<file path="config.mk">
export PLATFORM = sky130hd
export DESIGN_NAME = vwide_addsub_unit
export DESIGN_NICKNAME = d
export VERILOG_FILES = /design/src/rtl/vwas_pkg.sv /design/src/rtl/vwas_decoder.sv /design/src/rtl/vwas_lane_array.sv /design/src/rtl/vwide_addsub_unit.sv
export SDC_FILE = /design/constraint.sdc
export NUM_CORES = 2
export LEC_CHECK = 0
export BUFFER_PORTS_ARGS = -buffer_cell sky130_fd_sc_hd__buf_2
export CORE_UTILIZATION = 40
export DETAILED_ROUTE_END_ITERATION = 7
export PLACE_DENSITY = 0.62
export SLEW_MARGIN = 25
export SYNTH_ARGS = -nofsm -noshare
export SYNTH_HDL_FRONTEND = slang
export SYNTH_SLANG_ARGS = --single-unit
</file>
<file path="constraint.sdc">
create_clock -name clk -period 16.1 [get_ports clk]
set_input_delay 1.61 -clock clk [delete_from_list [all_inputs] [get_ports clk]]
set_output_delay 1.61 -clock clk [all_outputs]
set_load 0.005 [all_outputs]
</file>
<file path="src/rtl/vwas_pkg.sv">
package vwas_pkg;

    localparam logic [7:0] VWAS_MAJOR = 8'b0100_0101;
    localparam logic [2:0] VWAS_MINOR = 3'b010;

    typedef enum logic [1:0] {
        SZ_NONE = 2'd0,
        SZ_H    = 2'd1,
        SZ_S    = 2'd2,
        SZ_D    = 2'd3
    } vwas_size_e;

    typedef struct packed {
        logic sub;
        logic uns;
        logic top;
    } vwas_op_t;

    typedef struct packed {
        logic       match;
        logic       illegal;
        vwas_size_e size;
        vwas_op_t   op;
        logic [4:0] rd;
        logic [4:0] rn;
        logic [4:0] rm;
    } vwas_dec_t;

    function automatic logic word_matches(input logic [31:0] w);
        return (w[31:24] == VWAS_MAJOR) && !w[21] && (w[15:13] == VWAS_MINOR);
    endfunction

endpackage

</file>
<file path="src/rtl/vwas_decoder.sv">
module vwas_decoder
    import vwas_pkg::*;
(
    input  logic [31:0] insn,
    output vwas_dec_t   dec
);
    always_comb begin
        dec.match   = word_matches(insn);
        dec.size    = vwas_size_e'(insn[23:22]);
        dec.illegal = dec.match && (dec.size == SZ_NONE);
        dec.op.sub  = insn[12];
        dec.op.uns  = insn[11];
        dec.op.top  = insn[10];
        dec.rd      = insn[4:0];
        dec.rn      = insn[9:5];
        dec.rm      = insn[20:16];
    end
endmodule

</file>
<file path="src/rtl/vwas_lane_array.sv">
module vwas_lane_array
    import vwas_pkg::*;
#(
    parameter int VLEN = 128,
    parameter int LW   = 16
) (
    input  logic [VLEN-1:0] src_a,
    input  logic [VLEN-1:0] src_b,
    input  vwas_op_t        op,
    output logic [VLEN-1:0] res
);
    localparam int NW = LW / 2;
    localparam int NL = VLEN / LW;

    for (genvar i = 0; i < NL; i++) begin : g_lane
        logic [LW-1:0] wide;
        logic [NW-1:0] narrow;
        logic [LW-1:0] ext;

        always_comb begin
            wide   = src_a[i*LW +: LW];
            narrow = op.top ? src_b[i*LW+NW +: NW] : src_b[i*LW +: NW];
            ext    = {{NW{~op.uns & narrow[NW-1]}}, narrow};
            res[i*LW +: LW] = op.sub ? (wide - ext) : (wide + ext);
        end
    end
endmodule

</file>
<file path="src/rtl/vwide_addsub_unit.sv">
module vwide_addsub_unit
    import vwas_pkg::*;
#(
    parameter int VLEN = 128
) (
    input  logic            clk,
    input  logic            rst,
    input  logic            in_valid,
    input  logic [31:0]     insn,
    input  logic [VLEN-1:0] src_a,
    input  logic [VLEN-1:0] src_b,
    output logic            out_valid,
    output logic            out_wen,
    output logic            out_illegal,
    output logic [4:0]      out_rd,
    output logic [4:0]      out_rn,
    output logic [4:0]      out_rm,
    output logic [VLEN-1:0] out_result
);
    vwas_dec_t       dec;
    logic [VLEN-1:0] by_size [1:3];
    logic [VLEN-1:0] sel;
    logic            legal;

    vwas_decoder u_dec (.insn(insn), .dec(dec));

    for (genvar s = 1; s <= 3; s++) begin : g_size
        vwas_lane_array #(.VLEN(VLEN), .LW(8 << s)) u_lanes (
            .src_a(src_a),
            .src_b(src_b),
            .op   (dec.op),
            .res  (by_size[s])
        );
    end

    always_comb begin
        case (dec.size)
            SZ_H:    sel = by_size[1];
            SZ_S:    sel = by_size[2];
            SZ_D:    sel = by_size[3];
            default: sel = '0;
        endcase
        legal = in_valid && dec.match && !dec.illegal;
    end

    always_ff @(posedge clk) begin
        if (rst) begin
            out_valid   <= 1'b0;
            out_wen     <= 1'b0;
            out_illegal <= 1'b0;
            out_rd      <= '0;
            out_rn      <= '0;
            out_rm      <= '0;
            out_result  <= '0;
        end else begin
            out_valid   <= in_valid;
            out_wen     <= legal;
            out_illegal <= in_valid && dec.illegal;
            out_rd      <= dec.rd;
            out_rn      <= dec.rn;
            out_rm      <= dec.rm;
            out_result  <= legal ? sel : '0;
        end
    end
endmodule

</file>
==> metrics <==
Avg Inst Size Synth 7.127 um^2; PostCTS Resize Cnt 0; Total GRT Usage 33.06%; crit path launch type input port; sequential share of the synthesized area 8.958%; final number of setup-violating endpoints 0; core area 0.08068 mm^2; Initial DRC Count 3910; Post-Synthesis Cells 4578; vias per cell 6.211; xor and xnor area share after synthesis 12.77%; Detail Placement HPWL 111.1 mm; mux cell area share after synthesis 3.052%; Int Pwr 0.001328 W; stages on the worst setup path 27; Critical Path RT 16.49 ns; RSZ-0062 raised after global routing no; status complete, but fails checks; largest family of logic cells by synthesized area compound AO/OA/AOI/OAI gates; post-synthesis compound-gate area fraction 33.51%; fin. max-slew vios 0; cell area power density 72.97 mW/mm^2; simple logic cell fraction of the synthesized area 21.45%; CTS tree done; synth-to-layout area growth 10.42%; Fin Setup TNS 0 ns; Clk pin slew, worst setup/hold paths 0.07 ns; Critical Path Fanout Max 212; Final GP Congestion 1.029; Syn Nets 5267; Clock Sinks 146; IO Pins 437; Post-CTS Setup Bufs 0; htree depth 4; Post-DRT Antenna Nets 0; ys async rst share 0%; NetSw 0.001301 W; largest net degree at the start of global routing 213; Inserted Clock Buffers 17; post-route minimum period 8.200 ns; Die H 287.6 um; Synth area leader ha_1; TritonRoute pass-1 iters 8; first-pass GRT wire length 207.5 mm; Crit path buffers/inverters 2; final worst path period share 50.93%; Final Non-Filler Cells 5921; hold path cells 2; IR drop worst, VDD 0.08964 mV; WP data arrival 8.59 ns; Synth cell types 120; grt total ovfl 0; Worst Path Class, Setup input port to flop; Worst setup EP type flop; initial antenna violation count 23; slowest stage delay, CP 0.64 ns; Main synth FF type dfxtp_1; CTS max path bufs 2; DRC Markers 117; wire per inst 23.78 um; Gate power share 68.9%; Seq cells post-synth 146; total wire length 140.8 mm; CP top delay family compound AO/OA/AOI/OAI gates; Horiz. Die Dim 287.6 um; Critical-path top delay cell buf_12; # port buffers 436; Placed Cells 5880; share of post-route cells with drive strength above 1 12.93%; top cells by area, synth ha_1 15%, a21oi_1 9.4%, dfxtp_1 9.0%; via count 36770; vias in the first global route 34220; CTS Root Cell clkbuf_16; worst-margin pin slew 1.013 ns; sequential share of power 13.8%; slew margin rel. 30.74%; Post-synth EDFFs 0; Post-Syn Area 0.03263 mm^2; die area 0.08271 mm^2; switching part of the total 49.49%; adder-cell share of the synthesized area 15.58%; Starting Density 40.44%; Max Cap Violations 0; CTS Hold Bufs 0; Clk network pwr share 17.3%; Ys Warns 0; leakage 16.20 nW; Crit path top cell by count a21oi_1; share of the synthesized area in the top cell type 14.73%; final hold violation count 0; min-delay worst type input port to flop; failing checks DRC; # rows 104; nets 5528; Max Clk Rate 0.1220 GHz
[cells by family (layout without fill, tap and decap cells)]
family                     count (synthesis)  after routing
AOI/OAI and AO/OA                       1702           1702
and+or+nand+nor                         1422           1422
xor gates and xnor gates                 474            474
adders and majority gates                398            398
buffers and inverters                    347            620
DFF                                      146            146
muxes                                     89             89
other                                      0             10
[through the flow]
| step | utilization, % | power [W] | hold WS (ns) | setup slack (ns) | cell area, um^2 |
|---|---|---|---|---|---|
| 6_report | 44.65 | 0.002629 | 1.296 | 7.900 | 36030 |
| 5_1_grt | 44.64 | 0.002818 | 1.293 | 7.522 | 36010 |
| 4_1_cts | 44.61 | 0.002605 | 1.255 | 8.117 | 35990 |
| 3_5_place_dp | 43.87 | 0.002131 | 1.827 | 7.561 | 35390 |
| 3_3_place_gp | 43.87 | 0.002129 | 1.826 | 7.667 | 35390 |
| 2_1_floorplan | - | 0.001682 | 1.682 | 8.445 | 32630 |
[flip-flops by register name (all words and copies together), names as in the netlist]
name,count
out_result,128
out_rd,5
out_rm,5
out_rn,5
out_illegal,1
out_valid,1
out_wen,1
[power by group through the flow]
stage	clock (W)	combinational (W)	sequential (W)
2_1_floorplan	0	0.00131	0.000372
3_3_place_gp	0	0.00176	0.000372
3_5_place_dp	0	0.00176	0.000372
4_1_cts	0.000470	0.00177	0.000364
5_1_grt	0.000479	0.00198	0.000364
6_report	0.000454	0.00181	0.000364
[metal layers]
| metal | share of wire [%] | GRT usage, % | routed length, um |
|---|---|---|---|
| met3 | 9.5 | 6.300 | 13370 |
| met2 | 43 | 51.38 | 60990 |
| met1 | 42 | 43.56 | 59350 |
| met4 | 4.9 | 15.98 | 6932 |
| met5 | 0.094 | 0 | 132 |
[path summary, 6_finish.rpt]
path / startpoint / end / slack, ns
setup / recovery: insn[10] / out_result[123] / 7.90
hold / removal: insn[9] / out_rn[4] / 1.30
[placed cells by master (no fill, tap or decap), types with 31 or more instances in the layout]
cell type,synthesis,routed
a211oi_1,37,37
a21o_1,195,195
a21oi_1,613,613
a31oi_1,78,78
and3_1,45,45
buf_2,28,432
buf_4,7,34
dfxtp_1,146,146
ha_1,384,384
inv_1,119,117
mux2i_1,69,69
nand2_1,314,311
nand2b_1,57,56
nand3_1,79,79
nand4_1,31,31
nor2_1,435,430
nor2b_1,144,144
nor3_1,148,148
o211ai_1,32,32
o21a_1,56,56
o21ai_0,247,246
o21bai_1,52,52
o22a_1,61,61
o22ai_1,39,39
or3_1,32,32
xnor2_1,212,211
xor2_1,260,260
[cell usage after synthesis, types with 30 or more instances]
library cell and number:
nor2b_1 144, nor3_1 148, nand4_1 31, nand2b_1 57, a21oi_1 613, and3_1 45, xnor2_1 212, dfxtp_1 146
mux2i_1 69, nand2_1 314, a31oi_1 78, o22ai_1 39, o21a_1 56, a21o_1 195, inv_1 119, ha_1 384
a211oi_1 37, o21bai_1 52, nor2_1 435, nand3_1 79, or3_1 32, xor2_1 260, clkbuf_1 154, o31ai_1 30
o21ai_0 247, o22a_1 61, o211ai_1 32
[cell type report]
cell class                 count  area, um^2
sequential                   146        2923
timing repair buffer         469        2466
clock buffer                  20       446.7
multi-input combinational   4085       28240
antenna                       10       25.02
tap                         1060        1326
clock inverter                11       152.6
inverter                     120       450.4
fill                        8523       44650
Note: power is estimated with default switching activity, not from simulation.
